**src/rtl/outStagePkg.sv**
```systemverilog
package outStagePkg;

  typedef enum logic [1:0] {
    ST_RUN   = 2'd0,
    ST_DOWN  = 2'd1,
    ST_ARMED = 2'd2
  } sdState_e;

  // strobes from the control side to the pin datapath
  typedef struct packed {
    logic forceLevel;
  } stageCtl_t;

endpackage

```
**src/rtl/outStageFaultGate.sv**
```systemverilog
module outStageFaultGate #(
  parameter int NUM_SRC = 4
) (
  input  logic [NUM_SRC-1:0] faultIn,
  input  logic [NUM_SRC-1:0] faultMask,
  input  logic               armed,
  output logic               faultHit
);

  logic [NUM_SRC-1:0] srcHit;

  for (genvar s = 0; s < NUM_SRC; s++) begin : g_src
    assign srcHit[s] = faultIn[s] & faultMask[s];
  end

  assign faultHit = armed & (|srcHit);

endmodule

```
**src/rtl/outStageCtrl.sv**
```systemverilog
module outStageCtrl
  import outStagePkg::*;
#(
  parameter int NUM_SRC = 4
) (
  input  logic               clk,
  input  logic               rstN,
  input  logic [NUM_SRC-1:0] faultIn,
  input  logic [NUM_SRC-1:0] faultMask,
  input  logic               sdEnable,
  input  logic               swOverride,
  input  logic               autoRestart,
  input  logic               statusClr,
  input  logic               periodEvt,
  output stageCtl_t          ctl,
  output logic               sdStatus
);

  logic     faultHit;
  logic     trip;
  sdState_e state, stateNxt;

  outStageFaultGate #(.NUM_SRC(NUM_SRC)) uGate (
    .faultIn  (faultIn),
    .faultMask(faultMask),
    .armed    (sdEnable),
    .faultHit (faultHit)
  );

  assign trip = faultHit | swOverride;

  always_comb begin
    stateNxt = state;
    unique case (state)
      ST_RUN: begin
        if (trip) stateNxt = ST_DOWN;
      end
      ST_DOWN: begin
        if (!trip) begin
          if (autoRestart) begin
            if (periodEvt) stateNxt = ST_RUN;
          end else if (statusClr) begin
            stateNxt = ST_ARMED;
          end
        end
      end
      ST_ARMED: begin
        if (trip)           stateNxt = ST_DOWN;
        else if (periodEvt) stateNxt = ST_RUN;
      end
      default: stateNxt = ST_RUN;
    endcase
  end

  always_ff @(posedge clk or negedge rstN) begin
    if (!rstN) state <= ST_RUN;
    else       state <= stateNxt;
  end

  assign ctl.forceLevel = (state != ST_RUN);
  assign sdStatus       = (state == ST_DOWN);


  trip_sets_status_chk: assert property (@(posedge clk) disable iff (!rstN)
    trip |=> sdStatus);


  disarmed_stays_run_chk: assert property (@(posedge clk) disable iff (!rstN)
    (!sdEnable && !swOverride && state == ST_RUN) |=> state == ST_RUN);


  resume_needs_period_chk: assert property (@(posedge clk) disable iff (!rstN)
    (state != ST_RUN && !periodEvt) |=> state != ST_RUN);


  manual_status_hold_chk: assert property (@(posedge clk) disable iff (!rstN)
    (state == ST_DOWN && !autoRestart && !statusClr) |=> sdStatus);


  clear_refused_in_fault_chk: assert property (@(posedge clk) disable iff (!rstN)
    (state == ST_DOWN && trip) |=> state == ST_DOWN);

endmodule

```
**src/rtl/outStagePin.sv**
```systemverilog
module outStagePin (
  input  logic pwm,
  input  logic steer,
  input  logic invert,
  input  logic drive,
  input  logic shutLevel,
  input  logic forceLevel,
  output logic pinVal,
  output logic pinEn
);

  logic steered;
  logic shaped;

  assign steered = pwm & steer;
  assign shaped  = steered ^ invert;
  assign pinVal  = forceLevel ? shutLevel : shaped;
  assign pinEn   = drive;

endmodule

```
**src/rtl/outStageData.sv**
```systemverilog
module outStageData
  import outStagePkg::*;
#(
  parameter int NUM_PINS = 6
) (
  input  logic                pwmIn,
  input  logic [NUM_PINS-1:0] steerEn,
  input  logic [NUM_PINS-1:0] polInv,
  input  logic [NUM_PINS-1:0] drvEn,
  input  logic [NUM_PINS-1:0] sdLevel,
  input  stageCtl_t           ctl,
  output logic [NUM_PINS-1:0] pinOut,
  output logic [NUM_PINS-1:0] pinOe
);

  for (genvar p = 0; p < NUM_PINS; p++) begin : g_pin
    outStagePin uPin (
      .pwm       (pwmIn),
      .steer     (steerEn[p]),
      .invert    (polInv[p]),
      .drive     (drvEn[p]),
      .shutLevel (sdLevel[p]),
      .forceLevel(ctl.forceLevel),
      .pinVal    (pinOut[p]),
      .pinEn     (pinOe[p])
    );
  end

endmodule

```
**src/rtl/outSteerShutdown.sv**
```systemverilog
module outSteerShutdown
  import outStagePkg::*;
#(
  parameter int NUM_PINS = 6,
  parameter int NUM_CMP  = 3,
  localparam int NUM_SRC = NUM_CMP + 1
) (
  input  logic                clk,
  input  logic                rstN,
  input  logic                pwmIn,
  input  logic                periodEvt,
  input  logic [NUM_PINS-1:0] steerEn,
  input  logic [NUM_PINS-1:0] polInv,
  input  logic [NUM_PINS-1:0] drvEn,
  input  logic [NUM_PINS-1:0] sdLevel,
  input  logic                sdEnable,
  input  logic                autoRestart,
  input  logic                swOverride,
  input  logic                statusClr,
  input  logic [NUM_SRC-1:0]  faultMask,
  input  logic [NUM_CMP-1:0]  cmpFault,
  input  logic                extFault,
  output logic [NUM_PINS-1:0] pinOut,
  output logic [NUM_PINS-1:0] pinOe,
  output logic                sdStatus
);

  stageCtl_t          ctl;
  logic [NUM_SRC-1:0] faultVec;

  // external line occupies the top source position
  assign faultVec = {extFault, cmpFault};

  outStageCtrl #(.NUM_SRC(NUM_SRC)) uCtrl (
    .clk        (clk),
    .rstN       (rstN),
    .faultIn    (faultVec),
    .faultMask  (faultMask),
    .sdEnable   (sdEnable),
    .swOverride (swOverride),
    .autoRestart(autoRestart),
    .statusClr  (statusClr),
    .periodEvt  (periodEvt),
    .ctl        (ctl),
    .sdStatus   (sdStatus)
  );

  outStageData #(.NUM_PINS(NUM_PINS)) uData (
    .pwmIn  (pwmIn),
    .steerEn(steerEn),
    .polInv (polInv),
    .drvEn  (drvEn),
    .sdLevel(sdLevel),
    .ctl    (ctl),
    .pinOut (pinOut),
    .pinOe  (pinOe)
  );


  status_forces_level_chk: assert property (@(posedge clk) disable iff (!rstN)
    sdStatus |-> pinOut == sdLevel);


  driver_enable_chk: assert property (@(posedge clk) disable iff (!rstN)
    pinOe == drvEn);

endmodule

```
**config.mk**
```make
export PLATFORM = sky130hd
export DESIGN_NAME = outSteerShutdown
export DESIGN_NICKNAME = d
export VERILOG_FILES = /design/src/rtl/outStagePkg.sv /design/src/rtl/outStageFaultGate.sv /design/src/rtl/outStageCtrl.sv /design/src/rtl/outStagePin.sv /design/src/rtl/outStageData.sv /design/src/rtl/outSteerShutdown.sv
export SDC_FILE = /design/constraint.sdc
export NUM_CORES = 1
export LEC_CHECK = 0
export BUFFER_PORTS_ARGS = -buffer_cell sky130_fd_sc_hd__buf_4
export CAP_MARGIN = 15
export CELL_PAD_IN_SITES_DETAIL_PLACEMENT = 0
export CELL_PAD_IN_SITES_GLOBAL_PLACEMENT = 1
export CORE_MARGIN = 10
export CORE_UTILIZATION = 15
export DETAILED_ROUTE_END_ITERATION = 16
export GPL_TIMING_DRIVEN = 1
export PLACE_DENSITY = 0.74
export REMOVE_ABC_BUFFERS = 1
export SYNTH_ARGS = -nofsm -noshare
export SYNTH_HDL_FRONTEND = slang
export SYNTH_SLANG_ARGS = --single-unit
```
**constraint.sdc**
```tcl
create_clock -name clk -period 1 [get_ports clk]
set_input_delay 0.1 -clock clk [delete_from_list [all_inputs] [get_ports clk]]
set_output_delay 0.1 -clock clk [all_outputs]
set_load 0.01 [all_outputs]
```
==> results.cfg <==
[floorplan]
fp.dieH_um = 70.6
num_rows = 18
die_w_um = 70.6
initial_core_util_pct = 15.6
core_area_mm2 = 0.00245
io-pin-count = 53
die_area_mm2 = 0.00499

[worst_setup_path]
path_cells = or2_4 -> nand2_2 -> o21ai_2 -> buf_4
worst_ep_arrival_time_ps = 1190
worst_ep_required_time_ps = 900
critPathCaptureType = primary output
path_max_fanout = 6
critPathTopFamily = flip-flops
startpoint_type = flop
rr_startpoint = uCtrl.state[0]
worstSetupPathType = reg2out
max_stage_delay_ps = 390
crit_buf_inv = 1
crit_start = uCtrl.state[1]
cp_slowest_cell = dfrtp_1

[logic_synthesis]
synth-seq-cells = 2
synth-edff-count = 0
synth_area_per_cell_um2 = 7.39
synth_area_um2 = 384
synth-main-ff-cell = dfrtp_1
ys_warn_count = 0
synthDistinctLibCells = 18
yosysSeqAreaShare_pct = 13.0
synth_cells = 52
async_reset_ff_share_pct = 100

[grt]
grt-ovfl-total = 0
grt_pass1_vias = 526
antenna_found_initial = 0
track_usage_pct = 5.39
grt_max_degree = 7
grt_first_pass_wirelength_um = 2280

[timing]
hold_viol = 0
drv_slew = 0
worst_slew_pin_slew_ps = 253
max_freq_ghz = 0.776
fin_crit_sh_pct = 129
finalSetupViolations = 8
holdWs_ps = 55.2
fin_crit_ps = 1290
rsz0062_at_grt = yes
fin_ws_ps = -289
fin_skew_ps = 2.77
slew-limit-headroom_pct = 83.0

[finish]
seq_area_um2 = 50.0
num-fill-cells = 277
multiInputGateArea_um2 = 254
final_common_cell = buf_4
n_antenna_cell = 0
largest_reg_flops = 2
final_nets = 128
largest_registers = uCtrl.state: 2 flops
drive_above_1_share_pct = 68.6
regMostFlops = uCtrl.state
final_cell_mix = buf_4, nand2_1, xor2_1
final_cell_count_no_fill = 116
syn_to_final_growth_pct = 80.5

[drt]
wl_per_cell_um = 12.3
drt-total-wl_um = 1430
route.detailed.drc = 0
ant_nets = 0
via_per_inst = 4.05
vias = 470
drtIter0Drc = 7
dr.pass1.iters = 2

[cts]
clkTransAtPathRegs_ps = 30
cts_tree = built
clockRootBuffer = clkbuf_4
cts.path.max_buffers = 2
post-cts-setup-buffer-count = 0
h-tree-depth = 1
insertion_delay_ps = 220
numClockSinks = 2
cts_buffers = 3

[power_and_ir_drop]
ir_drop_v = 0.000398
static-leakage-power_nw = 0.349
power_density_mw_per_mm2 = 857

[outcome]
violations = negative setup slack
run_status = finished, violations left

[worst_hold_path]
min_path_type = in2reg
hp-start = swOverride

[placed_design]
portBuffers = 40
placedCellCount = 111
place.gp.congestion = 0.756

[run]
max_cap_viol_count = 0
## timing repair
action / CTS / global route
pin swaps: 15 / 3
gates cloned: 1 / 0
hold buffers: 1 / 0
setup endpoints to repair: 8 / 9
endpoints found under the hold margin: 2 / 0
gates resized for setup: 7 / 0
## logic make-up after synthesis
| family | Yosys count | synth area share (%) |
|---|---|---|
| xor gates and xnor gates | 6 | 13.7 |
| AOI/OAI and AO/OA | 12 | 23.8 |
| DFF | 2 | 13.0 |
| and+or+nand+nor | 18 | 22.2 |
| buffers and inverters | 14 | 27.4 |
## worst reg2reg max path: stages, from the launching register on
cell and delay, ps:
dfrtp_1 390, buf_4 150, and2b_2 200, a31oi_1 130, nor3_1 60
## synthesized netlist by cell type (all sizes together) (2+ instances only)
| master | number | share of area, % |
|---|---|---|
| a22oi | 2 | 3.9 |
| buf | 13 | 26 |
| dfrtp | 2 | 13 |
| nand2 | 13 | 13 |
| o21ai | 6 | 12 |
| xor2 | 6 | 14 |
## final timing paths
kind,slack (ps),cells past startpoint,endpoint
min in group asynchronous,200,2,uCtrl.state[0]
max reg2reg,-50,4,uCtrl.state[1]
min,60,2,uCtrl.state[1]
max,-290,4,pinOut[1]
max in group asynchronous,710,2,uCtrl.state[1]
min reg2reg,590,2,uCtrl.state[0]
## final cells by class
| class | instances | share of cell area (%) |
|---|---|---|
| timing repair buffer | 43 | 46.9 |
| multi-input combinational | 37 | 36.6 |
| sequential | 2 | 7.22 |
| tap | 30 | 5.42 |
| clock buffer | 3 | 3.25 |
| inverter | 1 | 0.542 |
## layer usage
metal  vias to the layer above  global-route usage (%)  wire length, um
met4                         0                   0.645                0
met1                       198                    5.56              596
met5                         -                       0                0
met3                         0                    5.72              254
met2                        41                    7.68              577
li1                        231                       -                -
## per-stage QoR
stage               setup TNS (ps)  power (mW)  utilization, %  setup slack, ps  area (um2)
global placement              -308       0.400            25.9            -53.4         636
global route                 -2380       0.652            28.2             -345         693
finish                       -1930       0.594            28.2             -289         693
CTS                          -1960       0.613            28.2             -286         693
detailed placement            -454       0.405            25.9            -77.9         636
floorplan                    -50.8       0.217               -            -25.4         283
## power by group
| group | switching, mW | leakage, nW | total (mW) | internal [mW] |
|---|---|---|---|---|
| sequential | 0.00525 | 0.0238 | 0.0927 | 0.0874 |
| clock | 0.0386 | 0.0138 | 0.170 | 0.132 |
| combinational | 0.133 | 0.311 | 0.331 | 0.198 |
| total | 0.177 | 0.349 | 0.594 | 0.417 |
Note: power is estimated with default switching activity, not from simulation.
